## src/rtl/glf_pkg.sv

```systemverilog
package glf_pkg;
  localparam int CFG_W     = 8;
  localparam int SEL_W     = 3;
  localparam int EN_LSB    = 3;
  localparam int MAX_RATIO = 128;
  localparam int PCNT_W    = $clog2(MAX_RATIO);
  localparam logic [SEL_W-1:0] SEL_HOLD = 3'b111;

  // Divider code to period in instruction clocks; 0 means no ticks.
  function automatic logic [PCNT_W:0] ratio_of(input logic [SEL_W-1:0] code);
    logic [PCNT_W:0] r;
    case (code)
      3'b000:  r = 8'd1;
      3'b001:  r = 8'd2;
      3'b010:  r = 8'd4;
      3'b011:  r = 8'd16;
      3'b100:  r = 8'd32;
      3'b101:  r = 8'd64;
      3'b110:  r = 8'd128;
      default: r = 8'd0;
    endcase
    return r;
  endfunction
endpackage

```

## src/rtl/glf_sync.sv

```systemverilog
module glf_sync #(
  parameter int STAGES = 2
) (
  input  logic clk,
  input  logic rst_n,
  input  logic din,
  output logic dout
);
  logic [STAGES-1:0] pipe;

  always_ff @(posedge clk) begin
    if (!rst_n) pipe <= '0;
    else        pipe <= {pipe[STAGES-2:0], din};
  end

  assign dout = pipe[STAGES-1];
endmodule

```

## src/rtl/glf_prescaler.sv

```systemverilog
module glf_prescaler
  import glf_pkg::*;
(
  input  logic             clk,
  input  logic             rst_n,
  input  logic [SEL_W-1:0] sel,
  output logic             tick
);
  logic [SEL_W-1:0]  sel_q;
  logic [PCNT_W-1:0] cnt;
  logic [PCNT_W:0]   ratio;
  logic              hold;
  logic              sel_chg;

  assign ratio   = ratio_of(sel);
  assign hold    = (sel == SEL_HOLD);
  assign sel_chg = (sel != sel_q);
  assign tick    = !sel_chg && !hold && ({1'b0, cnt} == ratio - 1'b1);

  always_ff @(posedge clk) begin
    if (!rst_n) begin
      sel_q <= '0;
      cnt   <= '0;
    end else begin
      sel_q <= sel;
      if (sel_chg || hold || tick) cnt <= '0;
      else                         cnt <= cnt + 1'b1;
    end
  end


  no_double_tick_chk: assert property (@(posedge clk) disable iff (!rst_n)
    (tick && ratio != 8'd1) |=> !tick);
endmodule

```

## src/rtl/glf_filter_chan.sv

```systemverilog
module glf_filter_chan #(
  parameter int AGREE = 3
) (
  input  logic clk,
  input  logic rst_n,
  input  logic tick,
  input  logic samp,
  output logic filt
);
  localparam int CW = $clog2(AGREE + 1);
  localparam logic [CW-1:0] FULL = CW'(AGREE);
  localparam logic [CW-1:0] LAST = CW'(AGREE - 1);
  localparam logic [CW-1:0] ONE  = CW'(1);

  logic          cand;
  logic [CW-1:0] run;

  always_ff @(posedge clk) begin
    if (!rst_n) begin
      cand <= 1'b0;
      run  <= '0;
      filt <= 1'b0;
    end else if (tick) begin
      if (samp != cand) begin
        cand <= samp;
        run  <= ONE;
      end else begin
        if (run != FULL) run <= run + 1'b1;
        if (run == LAST) filt <= cand;
      end
    end
  end


  filt_change_chk: assert property (@(posedge clk) disable iff (!rst_n)
    (filt != $past(filt)) |-> ($past(tick) && $past(samp) == filt));


  idle_hold_chk: assert property (@(posedge clk) disable iff (!rst_n)
    !tick |=> $stable(filt));


  run_bound_chk: assert property (@(posedge clk) disable iff (!rst_n)
    (tick && samp != cand) |=> (run == ONE));
endmodule

```

## src/rtl/glitch_filter_bank.sv

```systemverilog
module glitch_filter_bank
  import glf_pkg::*;
#(
  parameter int NUM_CH      = 4,
  parameter int SYNC_STAGES = 2,
  parameter int AGREE       = 3
) (
  input  logic              clk,
  input  logic              rst_n,
  input  logic              cfg_we,
  input  logic [CFG_W-1:0]  cfg_wdata,
  output logic [CFG_W-1:0]  cfg_rdata,
  input  logic [NUM_CH-1:0] raw_in,
  output logic [NUM_CH-1:0] clean_out
);
  logic [CFG_W-2:0]  cfg_q;
  logic              tick;
  logic [NUM_CH-1:0] synced;
  logic [NUM_CH-1:0] filtered;

  always_ff @(posedge clk) begin
    if (!rst_n)      cfg_q <= '0;
    else if (cfg_we) cfg_q <= cfg_wdata[CFG_W-2:0];
  end

  assign cfg_rdata = {1'b0, cfg_q};

  glf_prescaler u_presc (
    .clk   (clk),
    .rst_n (rst_n),
    .sel   (cfg_q[SEL_W-1:0]),
    .tick  (tick)
  );

  for (genvar i = 0; i < NUM_CH; i++) begin : g_ch
    glf_sync #(.STAGES(SYNC_STAGES)) u_sync (
      .clk   (clk),
      .rst_n (rst_n),
      .din   (raw_in[i]),
      .dout  (synced[i])
    );

    glf_filter_chan #(.AGREE(AGREE)) u_filt (
      .clk   (clk),
      .rst_n (rst_n),
      .tick  (tick),
      .samp  (synced[i]),
      .filt  (filtered[i])
    );

    assign clean_out[i] = cfg_q[EN_LSB+i] ? filtered[i] : synced[i];
  end


  cfg_store_chk: assert property (@(posedge clk) disable iff (!rst_n)
    cfg_we |=> (cfg_rdata == {1'b0, $past(cfg_wdata[CFG_W-2:0])}));
endmodule

```

## config.mk

```make
export PLATFORM = sky130hd
export DESIGN_NAME = glitch_filter_bank
export DESIGN_NICKNAME = d
export VERILOG_FILES = /design/src/rtl/glf_pkg.sv /design/src/rtl/glf_sync.sv /design/src/rtl/glf_prescaler.sv /design/src/rtl/glf_filter_chan.sv /design/src/rtl/glitch_filter_bank.sv
export SDC_FILE = /design/constraint.sdc
export NUM_CORES = 1
export LEC_CHECK = 0
export BUFFER_PORTS_ARGS = -buffer_cell sky130_fd_sc_hd__clkbuf_2
export CAP_MARGIN = 10
export CORE_UTILIZATION = 25
export DETAILED_ROUTE_END_ITERATION = 6
export HOLD_SLACK_MARGIN = 0.1
export MAX_ROUTING_LAYER = met4
export PLACE_DENSITY_LB_ADDON = 0.1
export SLEW_MARGIN = 20
export SYNTH_ARGS = -nofsm -noshare
export SYNTH_HDL_FRONTEND = slang
export SYNTH_HIERARCHICAL = 1
export SYNTH_SLANG_ARGS = --single-unit
```

## constraint.sdc

```tcl
create_clock -name clk -period 2.61 [get_ports clk]
set_input_delay 0 -clock clk [delete_from_list [all_inputs] [get_ports clk]]
set_output_delay 0 -clock clk [all_outputs]
set_load 0.1 [all_outputs]
```

==> metrics.log <==
INFO  metric status = complete, no violations
INFO  metric compound_cell_area_share_of_the_yosys_netlist = 13.4%
INFO  metric synth-simple-area-share = 21.2%
INFO  metric core-area = 0.00769 mm²
INFO  metric detailedPlace.worstSlack = 0.0862 ns
INFO  metric clk_pin_slew_worst_paths = 0.09 ns
INFO  metric drv.max_cap_violation_count = 0
INFO  metric netSwitchingFraction = 31.0%
INFO  metric cts-root-to-sink-buffers = 2
INFO  metric cts_setup_buffers = 0
INFO  metric worstSetupEndpointType = flip-flop
INFO  metric peakVddDrop = 0.166 mV
INFO  metric vias_per_cell = 4.39
INFO  metric grt_pass1_wl = 7.13 mm
INFO  metric yosys.area.top_type = sky130_fd_sc_hd__dfxtp_1
INFO  metric drt_pass1_iterations = 4
INFO  metric root_buffer = sky130_fd_sc_hd__clkbuf_8
INFO  metric place.gp.congestion = 0.650
INFO  metric initial_core_util = 25.8%
INFO  metric rsz0062_at_grt = no
INFO  metric drt_iter0_drc = 41
INFO  metric final.period_utilization = 94.7%
INFO  metric clkPwrFrac = 30.0%
INFO  metric worst-endpoint-arrival = 2.67 ns
INFO  metric maximum_fanout_encountered_on_the_critical_timing_path = 14
INFO  metric ios = 27
INFO  metric reg2regPathDepth = 8
INFO  metric nets = 267
INFO  metric p_leak = 0.000971 µW
INFO  metric worstReg2RegStart = cfg_q[1]
INFO  metric fillCellCount = 831
INFO  metric finalHoldViolCount = 0
INFO  metric synthDistinctLibCells = 35
INFO  metric grt_remaining_overflow = 0
INFO  metric finalMaxSlewViolations = 0
INFO  metric worstSetupStartpoint = cfg_q[1]
INFO  metric hpwlAfterDp = 2.72 mm
INFO  metric die_h = 91.1 µm
INFO  metric number_of_global_route_vias_before_repair = 1525
INFO  metric finalHoldWorstSlack = 0.221 ns
INFO  metric slack_of_the_worst_reg_to_reg_path = 0.14 ns
INFO  metric worst_slew_pin_slew = 0.546 ns
INFO  metric power.internal = 936 µW
INFO  metric worst_r2r_endpoint = g_ch[0].u_filt/run[0]
INFO  metric flow.area_growth_from_synthesis = 24.6%
INFO  metric min-delay-path-class = in2reg
INFO  metric pin_count_of_the_biggest_net_entering_global_routing = 29
INFO  metric diodes = 0
INFO  metric achievable-frequency = 405 MHz
INFO  metric share_seq_of_total_power = 50.1%
INFO  metric postRouteWirelength = 4.24 mm
INFO  metric synth_xor_area_share = 6.62%
INFO  metric dieArea = 0.00829 mm²
INFO  metric setup_viol_count_final = 0
INFO  metric clock_sink_count = 41
INFO  metric total_switching_power = 420 µW
INFO  metric synth_seq_cells = 41
INFO  metric synth.avg_cell_area = 10.0 µm²
INFO  metric timing.critical_path.required = 2.81 ns
INFO  metric cts_h_tree_depth = 2
INFO  metric routed-via-count = 1516
INFO  metric layout-drive-gt1-share = 22.2%
INFO  metric synth.mux.area_fraction = 8.39%
INFO  metric postSynthNetCount = 223
INFO  metric postLayoutSetupSlackWorst = 0.138 ns
INFO  metric synth_cells = 198
INFO  metric number_of_nets_with_antenna_violations_after_detailed_routing = 0
INFO  metric cts_inserted_buffers = 5
INFO  metric arithmetic_cell_share_of_the_synthesized_area_counting_full_adders_half_adders_and_majority_gates = 6.31%
INFO  metric tritoncts_clock_tree = yes
INFO  metric hold_depth = 3
INFO  metric grt_antenna_before_repair = 0
INFO  metric postSynth.topFlopCell = sky130_fd_sc_hd__dfxtp_1
INFO  metric layout_min_cycle_time = 2.47 ns
INFO  metric insertion_delay = 0.29 ns
INFO  metric yosysSeqAreaShare = 41.4%
INFO  metric pwr_density_cell = 549 mW/mm²
INFO  metric placement_rows = 32
INFO  metric wire_per_inst = 12.3 µm
INFO  metric synth_top_family_by_area = simple AND/OR/NAND/NOR gates
INFO  metric path_class = reg2reg
INFO  metric synth_largest_type_area_fraction = 41.4%
INFO  metric cell_types_with_the_largest_area_share_after_synthesis = sky130_fd_sc_hd__dfxtp_1, sky130_fd_sc_hd__ha_1, sky130_fd_sc_hd__mux2i_1, sky130_fd_sc_hd__nor2b_1, sky130_fd_sc_hd__xnor2_1
INFO  metric post_cts.resized_instances = 0
INFO  metric critical_path.endpoint = g_ch[0].u_filt/run[0]
INFO  metric synth-edff-count = 0
INFO  metric mappedNetlistArea = 0.00198 mm²
INFO  metric grt_util_all_layers = 11.1%
INFO  metric fin_worst_skew = 0.0103 ns
INFO  metric timing.slew.headroom = 63.8%
INFO  metric die_w = 91.1 µm
INFO  metric worst_setup_path_start_kind = flip-flop
INFO  metric number_of_warnings_issued_by_yosys = 6
INFO  metric asyncSetResetFlopFracSynth = 0%
INFO  metric power.share.combinational = 19.9%
INFO  metric io_buffers = 24
INFO  metric drt_drc_violations_left = 0
[worst min path at each step]
stage / from / endpoint / slack [ns]
after floorplan: raw_in[0] / g_ch[0].u_sync/pipe[0] / 0.12
after global placement: raw_in[1] / g_ch[1].u_sync/pipe[0] / 0.20
after detailed placement: raw_in[1] / g_ch[1].u_sync/pipe[0] / 0.20
after CTS: cfg_we / cfg_q[6] / 0.23
after global routing: cfg_we / cfg_q[2] / 0.24
final: cfg_we / cfg_q[2] / 0.22
[layout by cell type, fill, tap and decap left out, types with 3 or more instances in the layout]
| master | n |
|---|---|
| sky130_fd_sc_hd__a21oi_1 | 3 |
| sky130_fd_sc_hd__nand3_1 | 7 |
| sky130_fd_sc_hd__ha_1 | 9 |
| sky130_fd_sc_hd__nor2b_1 | 15 |
| sky130_fd_sc_hd__nand2_1 | 9 |
| sky130_fd_sc_hd__a21boi_0 | 8 |
| sky130_fd_sc_hd__xnor2_1 | 9 |
| sky130_fd_sc_hd__and2_1 | 12 |
| sky130_fd_sc_hd__a31oi_1 | 4 |
| sky130_fd_sc_hd__buf_4 | 4 |
| sky130_fd_sc_hd__clkbuf_2 | 24 |
| sky130_fd_sc_hd__nand4_1 | 6 |
| sky130_fd_sc_hd__and4b_1 | 4 |
| sky130_fd_sc_hd__a211oi_1 | 5 |
| sky130_fd_sc_hd__clkbuf_8 | 5 |
| sky130_fd_sc_hd__mux2_2 | 4 |
| sky130_fd_sc_hd__o21ai_0 | 6 |
| sky130_fd_sc_hd__nor2_1 | 9 |
| sky130_fd_sc_hd__xor2_1 | 5 |
| sky130_fd_sc_hd__inv_1 | 5 |
| sky130_fd_sc_hd__a311oi_1 | 4 |
| sky130_fd_sc_hd__mux2i_1 | 11 |
| sky130_fd_sc_hd__dfxtp_1 | 38 |
| sky130_fd_sc_hd__dlygate4sd3_1 | 11 |
| sky130_fd_sc_hd__o31ai_1 | 4 |
[layout make-up]
cell class / instances / area (µm²) / share of cell area, %
well taps: 102 / 128 / 5.16
multi-input cells: 150 / 1150 / 46.6
clock buffers: 6 / 72.6 / 2.94
clock inverters: 2 / 10.0 / 0.405
repair buffers: 39 / 260 / 10.5
flip-flops and latches: 41 / 830 / 33.6
inverters: 5 / 18.8 / 0.759
[per-stage QoR]
| step | instance area (µm²) | power (µW) | cells | utilization (%) | TNS, ns |
|---|---|---|---|---|---|
| 3_3_place_gp | 2270 | 944 | 325 | 29.5 | 0 |
| 6_report | 2470 | 1360 | 345 | 32.1 | 0 |
| 4_1_cts | 2460 | 1380 | 344 | 32.0 | 0 |
| 2_1_floorplan | 2020 | 881 | 198 | - | -0.00379 |
| 3_5_place_dp | 2270 | 945 | 325 | 29.5 | 0 |
| 5_1_grt | 2470 | 1440 | 345 | 32.1 | 0 |
[sequential cells by signal (all words and copies together), names as in the netlist]
| signal | cells |
|---|---|
| g_ch.u_sync/pipe | 8 |
| cfg_q | 7 |
| u_presc/cnt | 7 |
| g_ch.u_filt/filt | 4 |
| g_ch.u_filt/cand | 4 |
| g_ch.u_filt/run | 8 |
| u_presc/sel_q | 3 |
[worst max-delay path, stage by stage (launching register included)]
cell,delay (ns)
sky130_fd_sc_hd__dfxtp_4,0.40
sky130_fd_sc_hd__or3b_4,0.40
sky130_fd_sc_hd__ha_4,0.17
sky130_fd_sc_hd__xor2_2,0.16
sky130_fd_sc_hd__mux2_4,0.32
sky130_fd_sc_hd__o32a_4,0.24
sky130_fd_sc_hd__and3_4,0.25
sky130_fd_sc_hd__and4b_1,0.20
sky130_fd_sc_hd__a311oi_1,0.23
[repair_timing]
item,in CTS,in global routing
endpoints found under the setup margin,0,2
hold buffers,11,0
endpoints found under the hold margin,11,0
[cells by family (layout without fill, tap and decap cells)]
kind of cell,count (synthesis),count (layout)
fa+ha+maj,10,10
simple gates,71,72
mux,16,16
xor+xnor,15,15
flops,41,41
buf+inv,8,52
other cells,1,1
compound gates,36,36
[synth_stat cells (5+ instances only)]
cell                       instances
sky130_fd_sc_hd__a211oi_1          5
sky130_fd_sc_hd__a21boi_0          8
sky130_fd_sc_hd__and2_1           12
sky130_fd_sc_hd__dfxtp_1          41
sky130_fd_sc_hd__ha_1             10
sky130_fd_sc_hd__inv_1             5
sky130_fd_sc_hd__mux2i_1          11
sky130_fd_sc_hd__nand2_1           9
sky130_fd_sc_hd__nand3_1           7
sky130_fd_sc_hd__nand4_1           6
sky130_fd_sc_hd__nor2_1            9
sky130_fd_sc_hd__nor2b_1          15
sky130_fd_sc_hd__o21ai_0           6
sky130_fd_sc_hd__xnor2_1           9
sky130_fd_sc_hd__xor2_1            6
[power groups by stage]
stage          logic (µW)  registers, µW  clock network, µW
2_1_floorplan         148            733                  0
3_3_place_gp          251            694                  0
3_5_place_dp          251            693                  0
4_1_cts               265            679                434
5_1_grt               297            684                459
6_report              270            679                407
[routing by layer]
metal  vias up  global-route usage, %  wire [µm]
met4         0                   5.16         71
met2        22                   18.0       1900
met1       688                   13.4       2140
met5         -                      -          0
met3         8                   2.09        122
li1        798                      -          -
No activity file was read; power rests on OpenSTA's default activity.
